`src/rtl/pms_pkg.sv`:
```
package pms_pkg;

    localparam int WAKE_W = 7;
    localparam int NUM_DOM = 3;

    typedef enum logic [2:0] {
        M_ACTIVE  = 3'd0,
        M_SLEEP   = 3'd1,
        M_DEEP    = 3'd2,
        M_DEEPRAM = 3'd3,
        M_HIBER   = 3'd4,
        M_ENTER   = 3'd5,
        M_EXIT    = 3'd6
    } pm_state_e;

    typedef enum logic [1:0] {
        PD_ON       = 2'd0,
        PD_FULL_RET = 2'd1,
        PD_MEM_RET  = 2'd2,
        PD_OFF      = 2'd3
    } pd_state_e;

    typedef enum logic [1:0] {
        BT_RESUME = 2'd0,
        BT_WARM   = 2'd1,
        BT_COLD   = 2'd2
    } boot_e;

    typedef struct packed {
        pd_state_e main_d;
        pd_state_e cpu_d;
        pd_state_e sram_d;
    } pd_pattern_t;

    localparam logic [1:0] VC_0V9 = 2'd0;
    localparam logic [1:0] VC_1V0 = 2'd1;
    localparam logic [1:0] VC_1V1 = 2'd2;

    localparam logic [WAKE_W-1:0] MASK_ANY  = 7'h7F;
    localparam logic [WAKE_W-1:0] MASK_DEEP = 7'h1F;
    localparam logic [WAKE_W-1:0] MASK_HIB  = 7'h66;

    function automatic logic [3:0] legal_of(input int dom);
        case (dom)
            0:       return 4'b1111;
            1:       return 4'b1011;
            default: return 4'b1101;
        endcase
    endfunction

    function automatic pd_pattern_t pattern_for(input pm_state_e m);
        case (m)
            M_DEEP:    return '{PD_FULL_RET, PD_FULL_RET, PD_MEM_RET};
            M_DEEPRAM: return '{PD_MEM_RET, PD_OFF, PD_MEM_RET};
            M_HIBER:   return '{PD_OFF, PD_OFF, PD_OFF};
            default:   return '{PD_ON, PD_ON, PD_ON};
        endcase
    endfunction

    function automatic logic [WAKE_W-1:0] wake_mask(input pm_state_e m);
        case (m)
            M_SLEEP:                    return MASK_ANY;
            M_DEEP, M_DEEPRAM, M_ENTER: return MASK_DEEP;
            M_HIBER:                    return MASK_HIB;
            default:                    return '0;
        endcase
    endfunction

    function automatic boot_e boot_for(input pm_state_e src);
        case (src)
            M_DEEPRAM: return BT_WARM;
            M_HIBER:   return BT_COLD;
            default:   return BT_RESUME;
        endcase
    endfunction

endpackage

```
`src/rtl/pms_domain.sv`:
```
module pms_domain
    import pms_pkg::*;
#(
    parameter logic [3:0] LEGAL = 4'b1111
) (
    input  logic      clk,
    input  logic      rst,
    input  logic      seq_set,
    input  pd_state_e seq_state,
    input  logic      sw_wr,
    input  logic [1:0] sw_state,
    output pd_state_e state,
    output logic      err
);
    always_ff @(posedge clk) begin
        if (rst) begin
            state <= PD_ON;
            err   <= 1'b0;
        end else begin
            err <= 1'b0;
            if (seq_set) begin
                if (LEGAL[seq_state]) state <= seq_state;
                else                  err   <= 1'b1;
            end else if (sw_wr) begin
                if (LEGAL[sw_state]) state <= pd_state_e'(sw_state);
                else                 err   <= 1'b1;
            end
        end
    end
endmodule

```
`src/rtl/pms_wake_gate.sv`:
```
module pms_wake_gate
    import pms_pkg::*;
(
    input  pm_state_e          st,
    input  logic [WAKE_W-1:0]  src,
    output logic [WAKE_W-1:0]  hits,
    output logic               any
);
    assign hits = src & wake_mask(st);
    assign any  = |hits;
endmodule

```
`src/rtl/pms_exit_timer.sv`:
```
module pms_exit_timer #(
    parameter int CW = 7
) (
    input  logic          clk,
    input  logic          rst,
    input  logic          start,
    input  logic          tick,
    input  logic [CW-1:0] lat,
    output logic          done
);
    logic          busy_q;
    logic [CW-1:0] cnt_q;
    logic [CW-1:0] lat_q;

    always_ff @(posedge clk) begin
        if (rst) begin
            busy_q <= 1'b0;
            cnt_q  <= '0;
            lat_q  <= '0;
            done   <= 1'b0;
        end else begin
            done <= 1'b0;
            if (start) begin
                busy_q <= 1'b1;
                cnt_q  <= '0;
                lat_q  <= lat;
            end else if (busy_q && tick) begin
                if (cnt_q == lat_q - 1'b1) begin
                    busy_q <= 1'b0;
                    done   <= 1'b1;
                end else begin
                    cnt_q <= cnt_q + 1'b1;
                end
            end
        end
    end
endmodule

```
`src/rtl/pwr_mode_seq.sv`:
```
module pwr_mode_seq
    import pms_pkg::*;
#(
    parameter int DS_LAT_TICKS    = 2,
    parameter int DSRAM_LAT_TICKS = 27,
    parameter int HIB_LAT_TICKS   = 66
) (
    input  logic              clk,
    input  logic              rst,
    input  logic              lf_tick,
    input  logic              sw_rst,
    input  logic              idle_req,
    input  logic              hib_req,
    input  logic [1:0]        idle_cfg,
    input  logic              ds_lock,
    input  logic              ulp_sel,
    input  logic              main_ds_rdy,
    input  logic              radio_ds_rdy,
    input  logic [6:0]        wake_src,
    input  logic              pol_wr,
    input  logic [1:0]        pol_sel,
    input  logic [1:0]        pol_state,
    output logic [1:0]        dom_main,
    output logic [1:0]        dom_cpu,
    output logic [1:0]        dom_sram,
    output logic [1:0]        vcore_sel,
    output logic              io_freeze,
    output logic              wake_done,
    output logic              pol_err,
    output logic [2:0]        cur_mode,
    output logic [1:0]        boot_type,
    output logic [6:0]        last_wake
);
    localparam int LAT_MAX_A = (DS_LAT_TICKS > DSRAM_LAT_TICKS) ? DS_LAT_TICKS : DSRAM_LAT_TICKS;
    localparam int LAT_MAX   = (LAT_MAX_A > HIB_LAT_TICKS) ? LAT_MAX_A : HIB_LAT_TICKS;
    localparam int CW        = $clog2(LAT_MAX + 1);

    pm_state_e state_q, nxt;
    pm_state_e tgt_q, src_q;
    boot_e     boot_q, fin_boot;
    logic [WAKE_W-1:0] last_wake_q;
    logic      wake_done_q, bad_sel_q;

    logic              seq_set, finish, tmr_start, tmr_done;
    pd_pattern_t       pat;
    pd_state_e         seq_st [NUM_DOM];
    pd_state_e         dom_q  [NUM_DOM];
    logic [NUM_DOM-1:0] dom_err;
    logic [CW-1:0]     lat_sel;
    logic [WAKE_W-1:0] hits;
    logic              hit;
    pm_state_e         entry_tgt;
    logic              both_rdy;

    pms_wake_gate u_gate (
        .st   (state_q),
        .src  (wake_src),
        .hits (hits),
        .any  (hit)
    );

    pms_exit_timer #(.CW(CW)) u_timer (
        .clk   (clk),
        .rst   (rst || sw_rst),
        .start (tmr_start),
        .tick  (lf_tick),
        .lat   (lat_sel),
        .done  (tmr_done)
    );

    assign both_rdy = main_ds_rdy && radio_ds_rdy;

    always_comb begin
        if (idle_cfg == 2'd1 || ds_lock) entry_tgt = M_SLEEP;
        else if (idle_cfg == 2'd2)      entry_tgt = M_DEEP;
        else                            entry_tgt = M_DEEPRAM;
    end

    always_comb begin
        case (state_q)
            M_DEEP:    lat_sel = CW'(DS_LAT_TICKS);
            M_DEEPRAM: lat_sel = CW'(DSRAM_LAT_TICKS);
            default:   lat_sel = CW'(HIB_LAT_TICKS);
        endcase
    end

    always_comb begin
        nxt       = state_q;
        seq_set   = 1'b0;
        pat       = pattern_for(M_ACTIVE);
        tmr_start = 1'b0;
        finish    = 1'b0;
        fin_boot  = BT_RESUME;
        case (state_q)
            M_ACTIVE: begin
                if (hib_req) begin
                    nxt     = M_HIBER;
                    seq_set = 1'b1;
                    pat     = pattern_for(M_HIBER);
                end else if (idle_req && idle_cfg != 2'd0) begin
                    nxt = (entry_tgt == M_SLEEP) ? M_SLEEP : M_ENTER;
                end
            end
            M_SLEEP: begin
                if (hit) finish = 1'b1;
            end
            M_ENTER: begin
                if (hit) begin
                    finish = 1'b1;
                end else if (both_rdy) begin
                    nxt     = tgt_q;
                    seq_set = 1'b1;
                    pat     = pattern_for(tgt_q);
                end
            end
            M_DEEP, M_DEEPRAM, M_HIBER: begin
                if (hit) begin
                    nxt       = M_EXIT;
                    tmr_start = 1'b1;
                end
            end
            M_EXIT: begin
                if (tmr_done) begin
                    finish   = 1'b1;
                    fin_boot = boot_for(src_q);
                end
            end
            default: nxt = M_ACTIVE;
        endcase
        if (finish) begin
            nxt     = M_ACTIVE;
            seq_set = 1'b1;
            pat     = pattern_for(M_ACTIVE);
        end
        if (sw_rst) begin
            nxt      = M_ACTIVE;
            seq_set  = 1'b1;
            pat      = pattern_for(M_ACTIVE);
            finish   = 1'b0;
            fin_boot = BT_COLD;
        end
    end

    always_comb begin
        seq_st[0] = pat.main_d;
        seq_st[1] = pat.cpu_d;
        seq_st[2] = pat.sram_d;
    end

    for (genvar g = 0; g < NUM_DOM; g++) begin : g_dom
        pms_domain #(.LEGAL(legal_of(g))) u_dom (
            .clk       (clk),
            .rst       (rst),
            .seq_set   (seq_set),
            .seq_state (seq_st[g]),
            .sw_wr     (pol_wr && state_q == M_ACTIVE && pol_sel == 2'(g) && !seq_set),
            .sw_state  (pol_state),
            .state     (dom_q[g]),
            .err       (dom_err[g])
        );
    end

    always_ff @(posedge clk) begin
        if (rst) begin
            state_q     <= M_ACTIVE;
            tgt_q       <= M_DEEP;
            src_q       <= M_DEEP;
            boot_q      <= BT_COLD;
            last_wake_q <= '0;
            wake_done_q <= 1'b0;
            bad_sel_q   <= 1'b0;
        end else begin
            state_q     <= nxt;
            wake_done_q <= finish;
            bad_sel_q   <= pol_wr && state_q == M_ACTIVE && pol_sel == 2'd3 && !seq_set;
            if (state_q == M_ACTIVE && nxt == M_ENTER) tgt_q <= entry_tgt;
            if (tmr_start) src_q <= state_q;
            if (hit && !sw_rst) last_wake_q <= hits;
            if (finish || sw_rst) boot_q <= fin_boot;
        end
    end

    assign dom_main  = dom_q[0];
    assign dom_cpu   = dom_q[1];
    assign dom_sram  = dom_q[2];
    assign cur_mode  = state_q;
    assign boot_type = boot_q;
    assign last_wake = last_wake_q;
    assign wake_done = wake_done_q;
    assign pol_err   = (|dom_err) || bad_sel_q;
    assign io_freeze = (state_q == M_HIBER) || (state_q == M_EXIT && src_q == M_HIBER);
    assign vcore_sel = (state_q == M_DEEP || state_q == M_DEEPRAM || state_q == M_HIBER) ? VC_0V9 :
                       (ulp_sel ? VC_1V0 : VC_1V1);

endmodule

```
`config.mk`:
```
export PLATFORM = sky130hd
export DESIGN_NAME = pwr_mode_seq
export DESIGN_NICKNAME = d
export VERILOG_FILES = /design/src/rtl/pms_pkg.sv /design/src/rtl/pms_domain.sv /design/src/rtl/pms_wake_gate.sv /design/src/rtl/pms_exit_timer.sv /design/src/rtl/pwr_mode_seq.sv
export SDC_FILE = /design/constraint.sdc
export NUM_CORES = 1
export LEC_CHECK = 0
export ABC_AREA = 1
export BUFFER_PORTS_ARGS = -buffer_cell sky130_fd_sc_hd__buf_2
export CAP_MARGIN = 20
export CORE_MARGIN = 3
export CORE_UTILIZATION = 35
export CTS_CLUSTER_DIAMETER = 30
export DETAILED_ROUTE_END_ITERATION = 16
export GPL_ROUTABILITY_DRIVEN = 0
export PLACE_DENSITY = 0.62
export SLEW_MARGIN = 5
export SYNTH_ARGS = -nofsm -noshare
export SYNTH_HDL_FRONTEND = slang
export SYNTH_SLANG_ARGS = --single-unit
export TNS_END_PERCENT = 1
```
`constraint.sdc`:
```
create_clock -name clk -period 4.4 [get_ports clk]
set_input_delay 0.88 -clock clk [delete_from_list [all_inputs] [get_ports clk]]
set_output_delay 0.88 -clock clk [all_outputs]
set_load 0.005 [all_outputs]
```
==> metrics.txt <==
vias 2067; first-pass GRT wire length 8730 um; Final HPWL DP 4020 um; Post-Syn Nets 325; Yosys cell types 36; Die ar. 7170 um^2; Peak VDD IR 0.000138 V; setup ws final 1.84 ns; Worst Path Required 3.52 ns; hold crit path type flip-flop to flip-flop; Fill cells 642; post-route ant nets 0; I/O pin total 47; WL/cell 12.1 um; Layout Cells excl Fill 423; vias in the first global route 1920; slowest cell delay on critical path 0.60 ns; Critical Path AT 1.68 ns; Tcrit/Tclk final 58.2%; CTS tree done; P per Cell Area 307 nW/um^2; dpl ws 2.02 ns; CTS Hold Bufs 0; final wirelength 5110 um; Fin. Hold Viols 0; register bit count reported by yosys 39; Ys Warns 0; Placed Cells 415; post-CTS setup buffers 0; most frequent CP cell nand2_1; min Tclk post-route 2.56 ns; post-synthesis cell area 2170 um^2; Skew-Pair Late Insertion Delay 0.29 ns; Rows 28; Setup crit end kind primary output; CTS clk-pin slew, worst paths 0.08 ns; die height 84.7 um; Starting Density 36.4%; Worst-Margin Slew 0.531 ns; 1st-iter DRT viols 55; Die Wd 84.7 um; status complete, no violations; leakage power 1.21 nW; final global-route overflow total 0; Worst Setup Start Kind flip-flop; layout cell share with drive strength beyond 1 26.1%; Mapped Avg Cell Area 7.27 um^2; max_cap viols 0; total CTS buffers 5; CP cell instances inv_2 -> nand3_1 -> nand2_1 -> inv_1 -> nand2_1 -> nor2_1 -> buf_2; share of the yosys chip area belonging to registers 36.0%; post_cts resized 0; Final Core Density 42.9%; RSZ-0062 raised after global routing false; Tot GR Track Use 15.0%; clock sink count 39; final routed DRC violation total 0; largest net degree at the start of global routing 18; Setup CP Type flip-flop to primary output; nets 374; Final setup viols 0; diode count 0; Crit Path Max Fanout 9; core box area 5960 um^2; fin. max-slew vios 0; Worst path slowest cell dfxtp_1; drt first pass iters 4; initial antenna violation count 0; clock skew 0.00473 ns; H-tree level count 2; clk root buf clkbuf_8; final setup TNS 0 ns; PortBufs 46; vias per cell 4.89; Layout area overhead 18.0%; Rel. slew slack 64.5%; Max Freq 0.391 GHz; CTS max path bufs 2; Syn Inst Count 298
[Yosys cell counts, drive strengths merged]
cell type | n | area [um^2]
nand4 | 10 | 62.6
nor4 | 2 | 12.5
ha | 3 | 37.5
xor2 | 4 | 35.0
buf | 2 | 15.0
nor2 | 44 | 199
clkbuf | 2 | 7.51
nand2 | 72 | 350
or3 | 1 | 6.26
or2 | 2 | 12.5
o211ai | 4 | 30.0
o221ai | 1 | 8.76
a41oi | 2 | 17.5
o21a | 1 | 7.51
o22ai | 1 | 6.26
dfxtp | 39 | 781
inv | 35 | 131
o31ai | 3 | 22.5
o21ai | 17 | 100
clkinv | 3 | 11.3
a21oi | 19 | 95.1
nor3 | 6 | 30.0
nand3 | 22 | 163
nand3b | 1 | 7.51
xnor2 | 2 | 17.5
[final timing paths]
check	slack, ns	to	cells past startpoint	start
setup / recovery	1.84	vcore_sel[1]	7	cur_mode[2]$_SDFF_PP0_
hold / removal	0.47	src_q[0]$_SDFFE_PP0P_	2	src_q[0]$_SDFFE_PP0P_
setup reg to reg	2.14	g_dom[0].u_dom.state[0]$_SDFFE_PP0P_	13	cur_mode[0]$_SDFF_PP0_
hold reg to reg	0.47	src_q[0]$_SDFFE_PP0P_	2	src_q[0]$_SDFFE_PP0P_
[placed cells by master, fill, tap and decap left out, types with 3 or more instances in the layout]
master	n
xor2_1	4
nor2_1	38
nor3_1	6
inv_2	3
a21oi_1	19
inv_1	32
nand3_4	3
nand2_4	7
buf_2	46
o21ai_0	11
nor2_2	4
o211ai_1	4
nand3_1	16
nand2_1	54
nand4_1	10
clkinv_1	3
dfxtp_1	39
o21ai_1	4
nand2_2	11
nand3_2	3
o31ai_1	3
ha_1	3
clkbuf_8	5
[metal layers]
layer  up-vias  share of wire, %  global-route usage, %
met1       947                47                   18.7
met3         7               3.6                   3.04
li1       1077                 -                      -
met2        36                48                   26.1
met4         0               1.2                   4.32
met5         -                 0                      0
[kinds of logic (layout without fill, tap and decap cells)]
| kind of cell | after synthesis | in the layout | synth area share (%) |
|---|---|---|---|
| fa+ha+maj | 3 | 3 | 1.73 |
| buf+inv | 42 | 92 | 7.62 |
| compound gates | 48 | 48 | 13.3 |
| simple gates | 160 | 160 | 38.9 |
| flops | 39 | 39 | 36.0 |
| xor+xnor | 6 | 6 | 2.42 |
[report_power, final]
part	total [W]	internal [W]	switching, W
combinational	0.000156	0.0000574	0.0000985
clock	0.000247	0.000110	0.000136
sequential	0.000382	0.000370	0.0000120
total	0.000784	0.000538	0.000247
[state kept, by name, indices dropped and copies added, names as in the netlist, 2 cells and up]
signal             count
boot_type              2
u_timer.cnt_q          7
u_timer.lat_q          3
src_q                  3
g_dom.u_dom.err        2
last_wake              7
cur_mode               3
g_dom.u_dom.state      6
tgt_q                  2
[worst max-delay path, delay by kind of cell, from the launching register on]
family                 cells  cell delay [ns]
buffers and inverters      3             0.34
DFF                        1             0.60
and+or+nand+nor            4             0.44
[area by class of cell]
class                   instances  area [um^2]  area share, %
clock buffers                   5         68.8           2.69
clock inverters                 3         20.0          0.783
inverters                      38          143           5.58
multi-input cells             217         1220           47.7
flip-flops and latches         39          781           30.5
well taps                      75         93.8           3.67
repair buffers                 46          230           9.00
[per-stage QoR]
stage / total power (W) / area, um^2 / hold WS [ns]
floorplan: 0.000494 / 2170 / 0.443
global placement: 0.000546 / 2470 / 0.460
detailed placement: 0.000546 / 2470 / 0.459
CTS: 0.000794 / 2560 / 0.472
global route: 0.000828 / 2560 / 0.499
finish: 0.000784 / 2560 / 0.468
Note: power is estimated with default switching activity, not from simulation.
